===== src/rtl/bsz_pkg.sv =====
package bsz_pkg;

   typedef enum logic [1:0] {
      PW_32 = 2'd0,
      PW_16 = 2'd1,
      PW_8  = 2'd2
   } port_w_e;

   // 8-bit indication wins over 16-bit
   function automatic port_w_e size_decode(input logic bs8_n, input logic bs16_n);
      if (!bs8_n)       return PW_8;
      else if (!bs16_n) return PW_16;
      else              return PW_32;
   endfunction

endpackage


===== src/rtl/bsz_addr_gen.sv =====
module bsz_addr_gen #(
   parameter int NUM_LANES = 4
) (
   input  logic [NUM_LANES-1:0] act,
   output logic [1:0]           low_idx,
   output logic                 a0,
   output logic                 a1,
   output logic                 bhe_n
);
   generate
      if (NUM_LANES != 4) begin : g_bad_lanes
         $error("bsz_addr_gen: NUM_LANES must be 4");
      end
   endgenerate

   always_comb begin
      low_idx = '0;
      for (int i = NUM_LANES - 1; i >= 0; i--) begin
         if (act[i]) low_idx = 2'(i);
      end
      a0    = low_idx[0];
      a1    = ~(act[0] | act[1]);
      bhe_n = a1 ? ~act[3] : ~act[1];
   end

endmodule


===== src/rtl/bsz_lane_steer.sv =====
module bsz_lane_steer
   import bsz_pkg::*;
#(
   parameter int NUM_LANES = 4
) (
   input  logic [NUM_LANES-1:0]   act,
   input  port_w_e                pw,
   input  logic [1:0]             low_idx,
   input  logic                   a1,
   input  logic [8*NUM_LANES-1:0] d_in,
   output logic [NUM_LANES-1:0]   take,
   output logic [8*NUM_LANES-1:0] d_out
);
   generate
      if (NUM_LANES != 4) begin : g_bad_lanes
         $error("bsz_lane_steer: NUM_LANES must be 4");
      end
      for (genvar g = 0; g < NUM_LANES; g++) begin : g_lane
         localparam int HALF_OFS = 8 * (g % 2);
         localparam logic UPPER  = (g >= 2);
         always_comb begin
            unique case (pw)
               PW_8: begin
                  take[g]           = act[g] && (low_idx == 2'(g));
                  d_out[8*g +: 8]   = d_in[7:0];
               end
               PW_16: begin
                  take[g]           = act[g] && (a1 == UPPER);
                  d_out[8*g +: 8]   = d_in[HALF_OFS +: 8];
               end
               default: begin
                  take[g]           = act[g];
                  d_out[8*g +: 8]   = d_in[8*g +: 8];
               end
            endcase
         end
      end
   endgenerate

endmodule


===== src/rtl/bsz_line_fill_seq.sv =====
module bsz_line_fill_seq
   import bsz_pkg::*;
#(
   parameter int ADDR_W     = 32,
   parameter int DATA_W     = 32,
   parameter int LINE_WORDS = 4
) (
   input  logic                         clk,
   input  logic                         rst_n,
   input  logic                         req_valid,
   output logic                         req_ready,
   input  logic [ADDR_W-1:2]            req_addr,
   input  logic [3:0]                   req_be_n,
   input  logic                         req_fill,
   output logic                         done,
   output logic [LINE_WORDS*DATA_W-1:0] rd_line,
   output logic                         mem_strobe,
   output logic [ADDR_W-1:2]            mem_addr,
   output logic [3:0]                   mem_be_n,
   output logic                         mem_a0,
   output logic                         mem_a1,
   output logic                         mem_bhe_n,
   input  logic                         mem_bs8_n,
   input  logic                         mem_bs16_n,
   input  logic                         mem_ready,
   input  logic [DATA_W-1:0]            mem_rdata
);
   localparam int LANES = DATA_W / 8;
   localparam int IDX_W = $clog2(LINE_WORDS);
   localparam int LAST  = LINE_WORDS - 1;

   generate
      if (DATA_W != 32) begin : g_bad_data
         $error("bsz_line_fill_seq: DATA_W must be 32");
      end
      if (LINE_WORDS < 2 || (1 << IDX_W) != LINE_WORDS) begin : g_bad_line
         $error("bsz_line_fill_seq: LINE_WORDS must be a power of two >= 2");
      end
      if (ADDR_W < IDX_W + 3) begin : g_bad_addr
         $error("bsz_line_fill_seq: ADDR_W too small");
      end
   endgenerate

   logic                         busy_q, fill_q, done_q;
   logic [IDX_W-1:0]             idx_q;
   logic [LANES-1:0]             rem_q, rem_nxt, take, take_g;
   logic [ADDR_W-1:2]            base_q;
   logic [LINE_WORDS*DATA_W-1:0] line_q;
   logic [DATA_W-1:0]            steered;
   logic [1:0]                   low_idx;
   logic                         beat, word_end, last_word;
   port_w_e                      pw;

   assign req_ready  = ~busy_q;
   assign done       = done_q;
   assign rd_line    = line_q;
   assign mem_strobe = busy_q & (|rem_q);
   assign mem_be_n   = ~rem_q;
   assign mem_addr   = fill_q ? {base_q[ADDR_W-1:2+IDX_W], idx_q} : base_q;
   assign pw         = size_decode(mem_bs8_n, mem_bs16_n);
   assign beat       = mem_strobe & mem_ready;
   assign take_g     = beat ? take : '0;
   assign rem_nxt    = rem_q & ~take_g;
   assign word_end   = busy_q & (rem_nxt == '0);
   assign last_word  = ~fill_q | (idx_q == IDX_W'(LAST));

   bsz_addr_gen #(.NUM_LANES(LANES)) u_addr (
      .act(rem_q), .low_idx(low_idx), .a0(mem_a0), .a1(mem_a1), .bhe_n(mem_bhe_n)
   );

   bsz_lane_steer #(.NUM_LANES(LANES)) u_steer (
      .act(rem_q), .pw(pw), .low_idx(low_idx), .a1(mem_a1),
      .d_in(mem_rdata), .take(take), .d_out(steered)
   );

   always_ff @(posedge clk or negedge rst_n) begin
      if (!rst_n) begin
         busy_q <= 1'b0;
         fill_q <= 1'b0;
         done_q <= 1'b0;
         idx_q  <= '0;
         rem_q  <= '0;
         base_q <= '0;
      end else begin
         done_q <= 1'b0;
         if (!busy_q) begin
            if (req_valid) begin
               busy_q <= 1'b1;
               fill_q <= req_fill;
               rem_q  <= req_fill ? '1 : ~req_be_n;
               base_q <= req_addr;
               idx_q  <= '0;
            end
         end else begin
            rem_q <= rem_nxt;
            if (word_end) begin
               if (last_word) begin
                  busy_q <= 1'b0;
                  done_q <= 1'b1;
               end else begin
                  idx_q <= idx_q + 1'b1;
                  rem_q <= '1;
               end
            end
         end
      end
   end

   always_ff @(posedge clk or negedge rst_n) begin
      if (!rst_n) begin
         line_q <= '0;
      end else if (!busy_q && req_valid) begin
         line_q <= '0;
      end else begin
         for (int w = 0; w < LINE_WORDS; w++) begin
            for (int l = 0; l < LANES; l++) begin
               if (take_g[l] && idx_q == IDX_W'(w))
                  line_q[w*DATA_W + 8*l +: 8] <= steered[8*l +: 8];
            end
         end
      end
   end

   // fill begins with every enable active and the narrow address low
   a_r3_fill_first: assert property (@(posedge clk) disable iff (!rst_n)
      (req_valid && req_ready && req_fill) |=>
         (mem_be_n == 4'b0000 && !mem_a0 && !mem_a1 && !mem_bhe_n));

   // an 8-bit cycle removes exactly one byte
   a_r4_one_byte: assert property (@(posedge clk) disable iff (!rst_n)
      (beat && !mem_bs8_n && $countones(rem_q) > 1) |=>
         ($countones(rem_q) == $past($countones(rem_q)) - 1));

   // a full-width cycle finishes the word
   a_r6_full_word: assert property (@(posedge clk) disable iff (!rst_n)
      (beat && mem_bs8_n && mem_bs16_n) |=> (done || mem_be_n == 4'b0000));

   // wait states hold the cycle steady
   a_r10_hold: assert property (@(posedge clk) disable iff (!rst_n)
      (mem_strobe && !mem_ready) |=>
         (mem_strobe && $stable(mem_addr) && $stable(mem_be_n)));

   // done is a single pulse and leaves the block idle
   a_r9_done_pulse: assert property (@(posedge clk) disable iff (!rst_n)
      done |=> !done);
   a_r9_done_idle: assert property (@(posedge clk) disable iff (!rst_n)
      done |-> (req_ready && !mem_strobe));

endmodule


===== config.mk =====
export PLATFORM = sky130hd
export DESIGN_NAME = bsz_line_fill_seq
export DESIGN_NICKNAME = d
export VERILOG_FILES = /design/src/rtl/bsz_pkg.sv /design/src/rtl/bsz_addr_gen.sv /design/src/rtl/bsz_lane_steer.sv /design/src/rtl/bsz_line_fill_seq.sv
export SDC_FILE = /design/constraint.sdc
export NUM_CORES = 1
export LEC_CHECK = 0
export BUFFER_PORTS_ARGS = -buffer_cell sky130_fd_sc_hd__clkbuf_2
export CORE_AREA = 2 2 89 177
export DETAILED_ROUTE_END_ITERATION = 8
export DIE_AREA = 0 0 91 179
export HOLD_SLACK_MARGIN = 0.05
export PLACE_DENSITY = 0.88
export REMOVE_ABC_BUFFERS = 1
export SLEW_MARGIN = 5
export SYNTH_ARGS = -nofsm -noshare
export SYNTH_HDL_FRONTEND = slang
export SYNTH_SLANG_ARGS = --single-unit
export TNS_END_PERCENT = 50

===== constraint.sdc =====
create_clock -name clk -period 2.25 [get_ports clk]
set_input_delay 0.225 -clock clk [delete_from_list [all_inputs] [get_ports clk]]
set_output_delay 0.225 -clock clk [all_outputs]
set_load 0.005 [all_outputs]

[Word level (Yosys, flattened, before mapping)]
Cells that the tools add are included.
Word-level totals
  register bits: 167
  input bits: 73
  output and inout port bits: 168
  logic and storage cells: 146
Cells by class
  add/subtract/negate cells: 1
  equality and inequality tests: 10
  multiplexer cells: 49
  bitwise logic cells: 14
  reduce and logical (&&, ||, !) cells: 50
Operators by type and width (count)
  two-way mux 8 bit: 18
  two-way mux 128 bit: 1
  nonzero test 2 bit: 17
  logical AND 1 bit: 25
  two-way mux 4 bit: 6
  two-way mux 2 bit: 10
  one-hot mux 8 bit (2 select lines): 1
  NOT 4 bit: 3
  == test 2 bit (second input constant): 5
  two-way mux 1 bit: 9
  one-hot mux 1 bit (2 select lines): 4
  == test 2 x 1 -> 1 bit (second input constant): 3
  NOT 1 bit: 5
  AND 4 bit: 1
  zero test 2 bit: 2
  zero test 4 bit: 1
  OR reduction 4 bit: 1
  AND 1 bit: 3
  AND reduction 3 bit: 1
  adder 2 x 1 -> 2 bit (second input constant): 1
  != test 2 x 1 -> 1 bit (second input constant): 1
  != test 2 bit (second input constant): 1
  bitwise OR 1 bit: 2
  AND reduction 2 bit: 1
  other kinds (2): 2

[Longest topological paths before layout]
  word-level depth: 14
  gate-level depth with buffers: 7
  gate-level depth less buffers: 5

[By module]
A second synthesis with hierarchy kept.
Unflattened totals
  cell total of the unflattened synthesis: 807
  area total of the unflattened synthesis: 7706.1 um^2
By module, submodules not included
  bsz_line_fill_seq: times used 1, cells each 731, area an instance 7109.3 um^2, seq. area each 4179.0 um^2
  bsz_lane_steer: times used 1, cells each 69, area an instance 553.0 um^2, seq. area each 0.0 um^2
  bsz_addr_gen: times used 1, cells each 7, area an instance 43.8 um^2, seq. area each 0.0 um^2

[Worst setup path before layout]
No wires, ideal clock.
  kind: register -> register
  start: register rem_q[1]
  end: register idx_q[1]
  setup time: 0.125 ns
  data arrival time: 1.516 ns
  path slack: 0.609 ns
  stages on the path, launching flop included: 7
  cell sequence: dfrtp_1 buf_6 a2bb2oi_4 o21a_1 nor3_2 nand3_2 mux2_4
Between the ends
  cells in the longest elaborated chain, start to end: 12
  elaborated cells between the ends (all ways): 30
  those cells by class: eq/ne (4); mux (7); bitwise (7); reduce/logical (12)
Ends and longest elaborated chain
  start: declaration: RTL line bsz_line_fill_seq.sv:46  | logic [LANES-1:0] rem_q, rem_nxt, take, take_g;
  start signal: assignment: RTL line bsz_line_fill_seq.sv:90  | rem_q <= req_fill ? '1 : ~req_be_n;
  start signal: assignment: RTL line bsz_line_fill_seq.sv:95  | rem_q <= rem_nxt;
  two-way mux 2 bit (2 in a row): RTL line bsz_addr_gen.sv:19  | if (act[i]) low_idx = 2'(i);
  == test 2 x 1 -> 1 bit (tied with other cells): RTL line bsz_lane_steer.sv:24  | take[g] = act[g] && (low_idx == 2'(g));
  logical AND 1 bit: RTL line bsz_lane_steer.sv:24
  one-hot mux 1 bit (2 select lines): RTL line bsz_lane_steer.sv:22  | unique case (pw)
  two-way mux 4 bit: RTL line bsz_line_fill_seq.sv:62  | assign take_g = beat ? take : '0;
  NOT 4 bit: RTL line bsz_line_fill_seq.sv:63  | assign rem_nxt = rem_q & ~take_g;
  AND 4 bit (*): RTL line bsz_line_fill_seq.sv:63
  zero test 4 bit (*): RTL line bsz_line_fill_seq.sv:64  | assign word_end = busy_q & (rem_nxt == '0);
  AND 1 bit (*): RTL line bsz_line_fill_seq.sv:64
  != test 2 x 1 -> 1 bit (no line) (*)
  AND reduction 3 bit (no line) (*)
  end signal: assignment: RTL line bsz_line_fill_seq.sv:101  | idx_q <= idx_q + 1'b1;
  end: declaration: RTL line bsz_line_fill_seq.sv:45  | logic [IDX_W-1:0] idx_q;
Every way passes the cells marked *; elsewhere a longest branch is shown, timed or not.
A chain may end at the register's enable or synchronous reset.

[Final worst setup path]
  start: register rem_q[0]
  end: register line_q[26] (netlist: rd_line[26])
Between the ends
  cells in the longest elaborated chain, start to end: 7
  elaborated cells between the ends (all ways): 13
  those cells by class: eq/ne (1); mux (3); bitwise (4); reduce/logical (5)
Ends and longest elaborated chain
  two-way mux 2 bit / bitwise OR 1 bit (equally long branches): RTL line bsz_addr_gen.sv:19, bsz_addr_gen.sv:22
  == test 2 bit / NOT 1 bit (equally long branches): RTL line bsz_lane_steer.sv:24, bsz_addr_gen.sv:22
  logical AND 1 bit (on tied branches): RTL line bsz_lane_steer.sv:24, bsz_lane_steer.sv:28
  one-hot mux 1 bit (2 select lines): RTL line bsz_lane_steer.sv:22
  two-way mux 4 bit (*): RTL line bsz_line_fill_seq.sv:62
  logical AND 1 bit (*): RTL line bsz_line_fill_seq.sv:117  | if (take_g[l] && idx_q == IDX_W'(w))
  nonzero test 2 bit (no line) (*)
  end signal: indexed assignment: RTL line bsz_line_fill_seq.sv:118  | line_q[w*DATA_W + 8*l +: 8] <= steered[8*l +: 8];
  end: declaration: RTL line bsz_line_fill_seq.sv:48  | logic [LINE_WORDS*DATA_W-1:0] line_q;
Marked as above.

==> summary.md <==
| Metric | Value |
|---|---|
| Largest fanout on the critical path | `20` |
| Vias in the first global route | `6671` |
| Seq/Total Area, Yosys | `55.96%` |
| Syn-to-layout area delta | `27.43%` |
| Worst hold path type | `input pin to flop` |
| Violation count after the first detailed-routing iteration | `497` |
| Clock Skew | `7.488 ps` |
| DP Area | `0.008662 mm2` |
| Layout Nets | `1108` |
| Clock period minus worst slack | `2005 ps` |
| Final Max Slew Viols | `0` |
| I/O pin count | `241` |
| Final setup viols | `0` |
| Initial Util | `49.61%` |
| Max clock buf depth | `2` |
| Synth top area share | `55.96%` |
| Commonest non-fill, non-tap cell in the layout | `nand2_1` |
| Final WL | `21.94 mm` |
| Asr flop ratio synth | `100.0%` |
| Synth cell types | `37` |
| Achievable Freq | `0.4988 GHz` |
| Synth top area cells | `dfrtp_1, nand2_1, a21oi_1` |
| Die H | `179 um` |
| Maximum number of pins on one net before global-route repair | `72` |
| CTS sink count | `167` |
| Final clock period utilization by the worst path | `89.10%` |
| YS warnings | `0` |
| # H-tree levels | `4` |
| CP Class | `flop to flop` |
| CP required | `2520 ps` |
| Critical Path AT | `2270 ps` |
| DP Wirelength | `15.05 mm` |
| Worst-skew pair later-pin latency | `420 ps` |
| Total gr overflow | `0` |
| CORE AREA | `0.01505 mm2` |
| Number of synthesized flops with an enable pin | `0` |
| Layout cells sized above 1 | `31.70%` |
| Final antenna diode count | `0` |
| Die area | `0.01629 mm2` |
| CTS tree | `yes` |
| Slew of the pin with the lowest slew margin | `645.8 ps` |
| Mapped Area | `0.007468 mm2` |
| Total number of vias | `6795` |
| GP Congestion | `0.8700` |
| Die Wd | `91 um` |
| First-pass GRT wire length | `35.18 mm` |
| Setup crit end kind | `flop` |
| DRC | `0` |
| Most used DFF post-synth | `dfrtp_1` |
| Vias per cell | `5.471` |
| Setup TNS | `0 ps` |
| Power density cells | `1167 mW/mm2` |
| Worst-path clk slew | `70 ps` |
| Commonest non-fill, non-tap cells in the layout | `nand2_1, clkbuf_2, dfrtp_1` |
| Root Buffer | `clkbuf_16` |
| FP Rows | `64` |
| Synthesized area per cell | `9.394 um2` |
| Finished Layout Cells | `1242` |
| Post-route core utilization | `63.21%` |
| Post-CTS Setup Inserts | `0` |
| Synthesis-stage register bit count | `167` |
| Final hold vios | `0` |
| Post-route ant nets | `0` |
| Tot Pwr | `11.10 mW` |
| Leak | `4.815 nW` |
| Final non-filler cell area | `0.009517 mm2` |
| GR Util All Layers | `27.39%` |
| Critical path startpoint category | `flop` |
| Total CTS buffers | `17` |
| DRT Pass-1 Iters | `5` |
| Status | `finished clean` |
| Routed len/inst | `17.66 um` |
| Dpl cells | `1179` |
| Buffers on Ports | `240` |
| Cell taking the most area after synthesis | `dfrtp_1` |
| Syn Inst Count | `795` |
| Max capacitance violation total | `0` |
| RSZ-0062 raised after global routing | `no` |
| Peak VDD IR | `0.0008849 V` |
| Slew Limit Headroom | `56.94%` |
| Initial antenna violation count | `0` |
area by class of cell:
class | instances | area, um2
tap | 198 | 247.7
clock inverter | 14 | 115.1
multi-input combinational | 541 | 2785
inverter | 8 | 30.03
fill | 1245 | 5538
clock buffer | 18 | 429.2
sequential | 167 | 4179
timing repair buffer | 296 | 1730
power by group:
group          switching (mW)  internal, mW  total, mW
Clock                    1.26          1.45       2.71
Combinational            2.11          1.62       3.73
Sequential              0.689          3.98       4.67
kinds of logic (layout without fill, tap and decap cells):
| group | count (synthesis) | in the layout | synth area share [%] |
|---|---|---|---|
| AO/OA/AOI/OAI | 146 | 146 | 11.64 |
| buffers and inverters | 87 | 336 | 6.852 |
| flip-flops | 167 | 167 | 55.96 |
| AND/OR/NAND/NOR | 363 | 363 | 20.76 |
| multiplexers | 28 | 28 | 4.121 |
| adder cells (fa/ha/maj) | 4 | 4 | 0.6702 |
metrics by stage:
| step | setup slack, ps | hold slack (ps) |
|---|---|---|
| 4_1_cts | 276.6 | 53.80 |
| 3_5_place_dp | 319.4 | 240.4 |
| 6_report | 245.2 | 73.33 |
| 5_1_grt | 97.04 | 111.8 |
| 3_3_place_gp | 352.7 | 227.0 |
| 2_1_floorplan | -3907 | -70.59 |
cell usage after synthesis, types with 2 or more instances:
library cell	n
nand2_1	241
dfrtp_1	167
a21oi_1	98
nand3_1	64
nor2_1	36
buf_4	34
a211oi_1	32
clkbuf_1	27
mux2_2	18
mux2i_1	9
buf_2	8
inv_1	8
and3_2	5
buf_6	5
nand3b_1	5
buf_1	4
ha_1	4
o21ai_0	4
nor3b_2	3
o211ai_1	3
o221ai_1	3
nor3_1	2
layer usage:
metal  part of all wire [%]  global-route usage, %  wire (um)
met1                     38                  35.43       8425
met2                     49                  45.46      10730
met3                     11                  6.557       2350
met4                    2.0                  8.965        436
met5                      0                      0          0
state kept, by name, summed over array words and instances (netlist names):
register and flops:
fill_q 1, rd_line 128, busy_q 1, base_q 30, rem_q 4, idx_q 2
done 1
worst max-delay path, cell delays in order, from the launching register on:
cell and delay [ps]:
dfrtp_1 530, nor2_1 350, o221a_2 510, nand2_1 260, nand2_1 130, a21oi_1 70
timing repair:
action	in CTS	in global routing
endpoints found under the setup margin	0	0
hold endpoints to repair	87	0
hold buffers	31	0
gates resized for setup	0	0
worst paths after layout:
| path | start | end | slack [ps] | cells after the start |
|---|---|---|---|---|
| setup / recovery | rem_q[0]$_DFFE_PN0P_ | rd_line[26]$_DFFE_PN0P_ | 250 | 5 |
| hold / removal | req_fill | fill_q$_DFFE_PN0P_ | 70 | 3 |
| setup reg to reg | rem_q[0]$_DFFE_PN0P_ | rd_line[26]$_DFFE_PN0P_ | 250 | 5 |
| hold reg to reg | base_q[15]$_DFFE_PN0P_ | base_q[15]$_DFFE_PN0P_ | 480 | 2 |
| max in group asynchronous | rst_n | rd_line[108]$_DFFE_PN0P_ | 1130 | 3 |
| min in group asynchronous | rst_n | rd_line[12]$_DFFE_PN0P_ | 360 | 2 |
No activity file was read; power rests on OpenSTA's default activity.
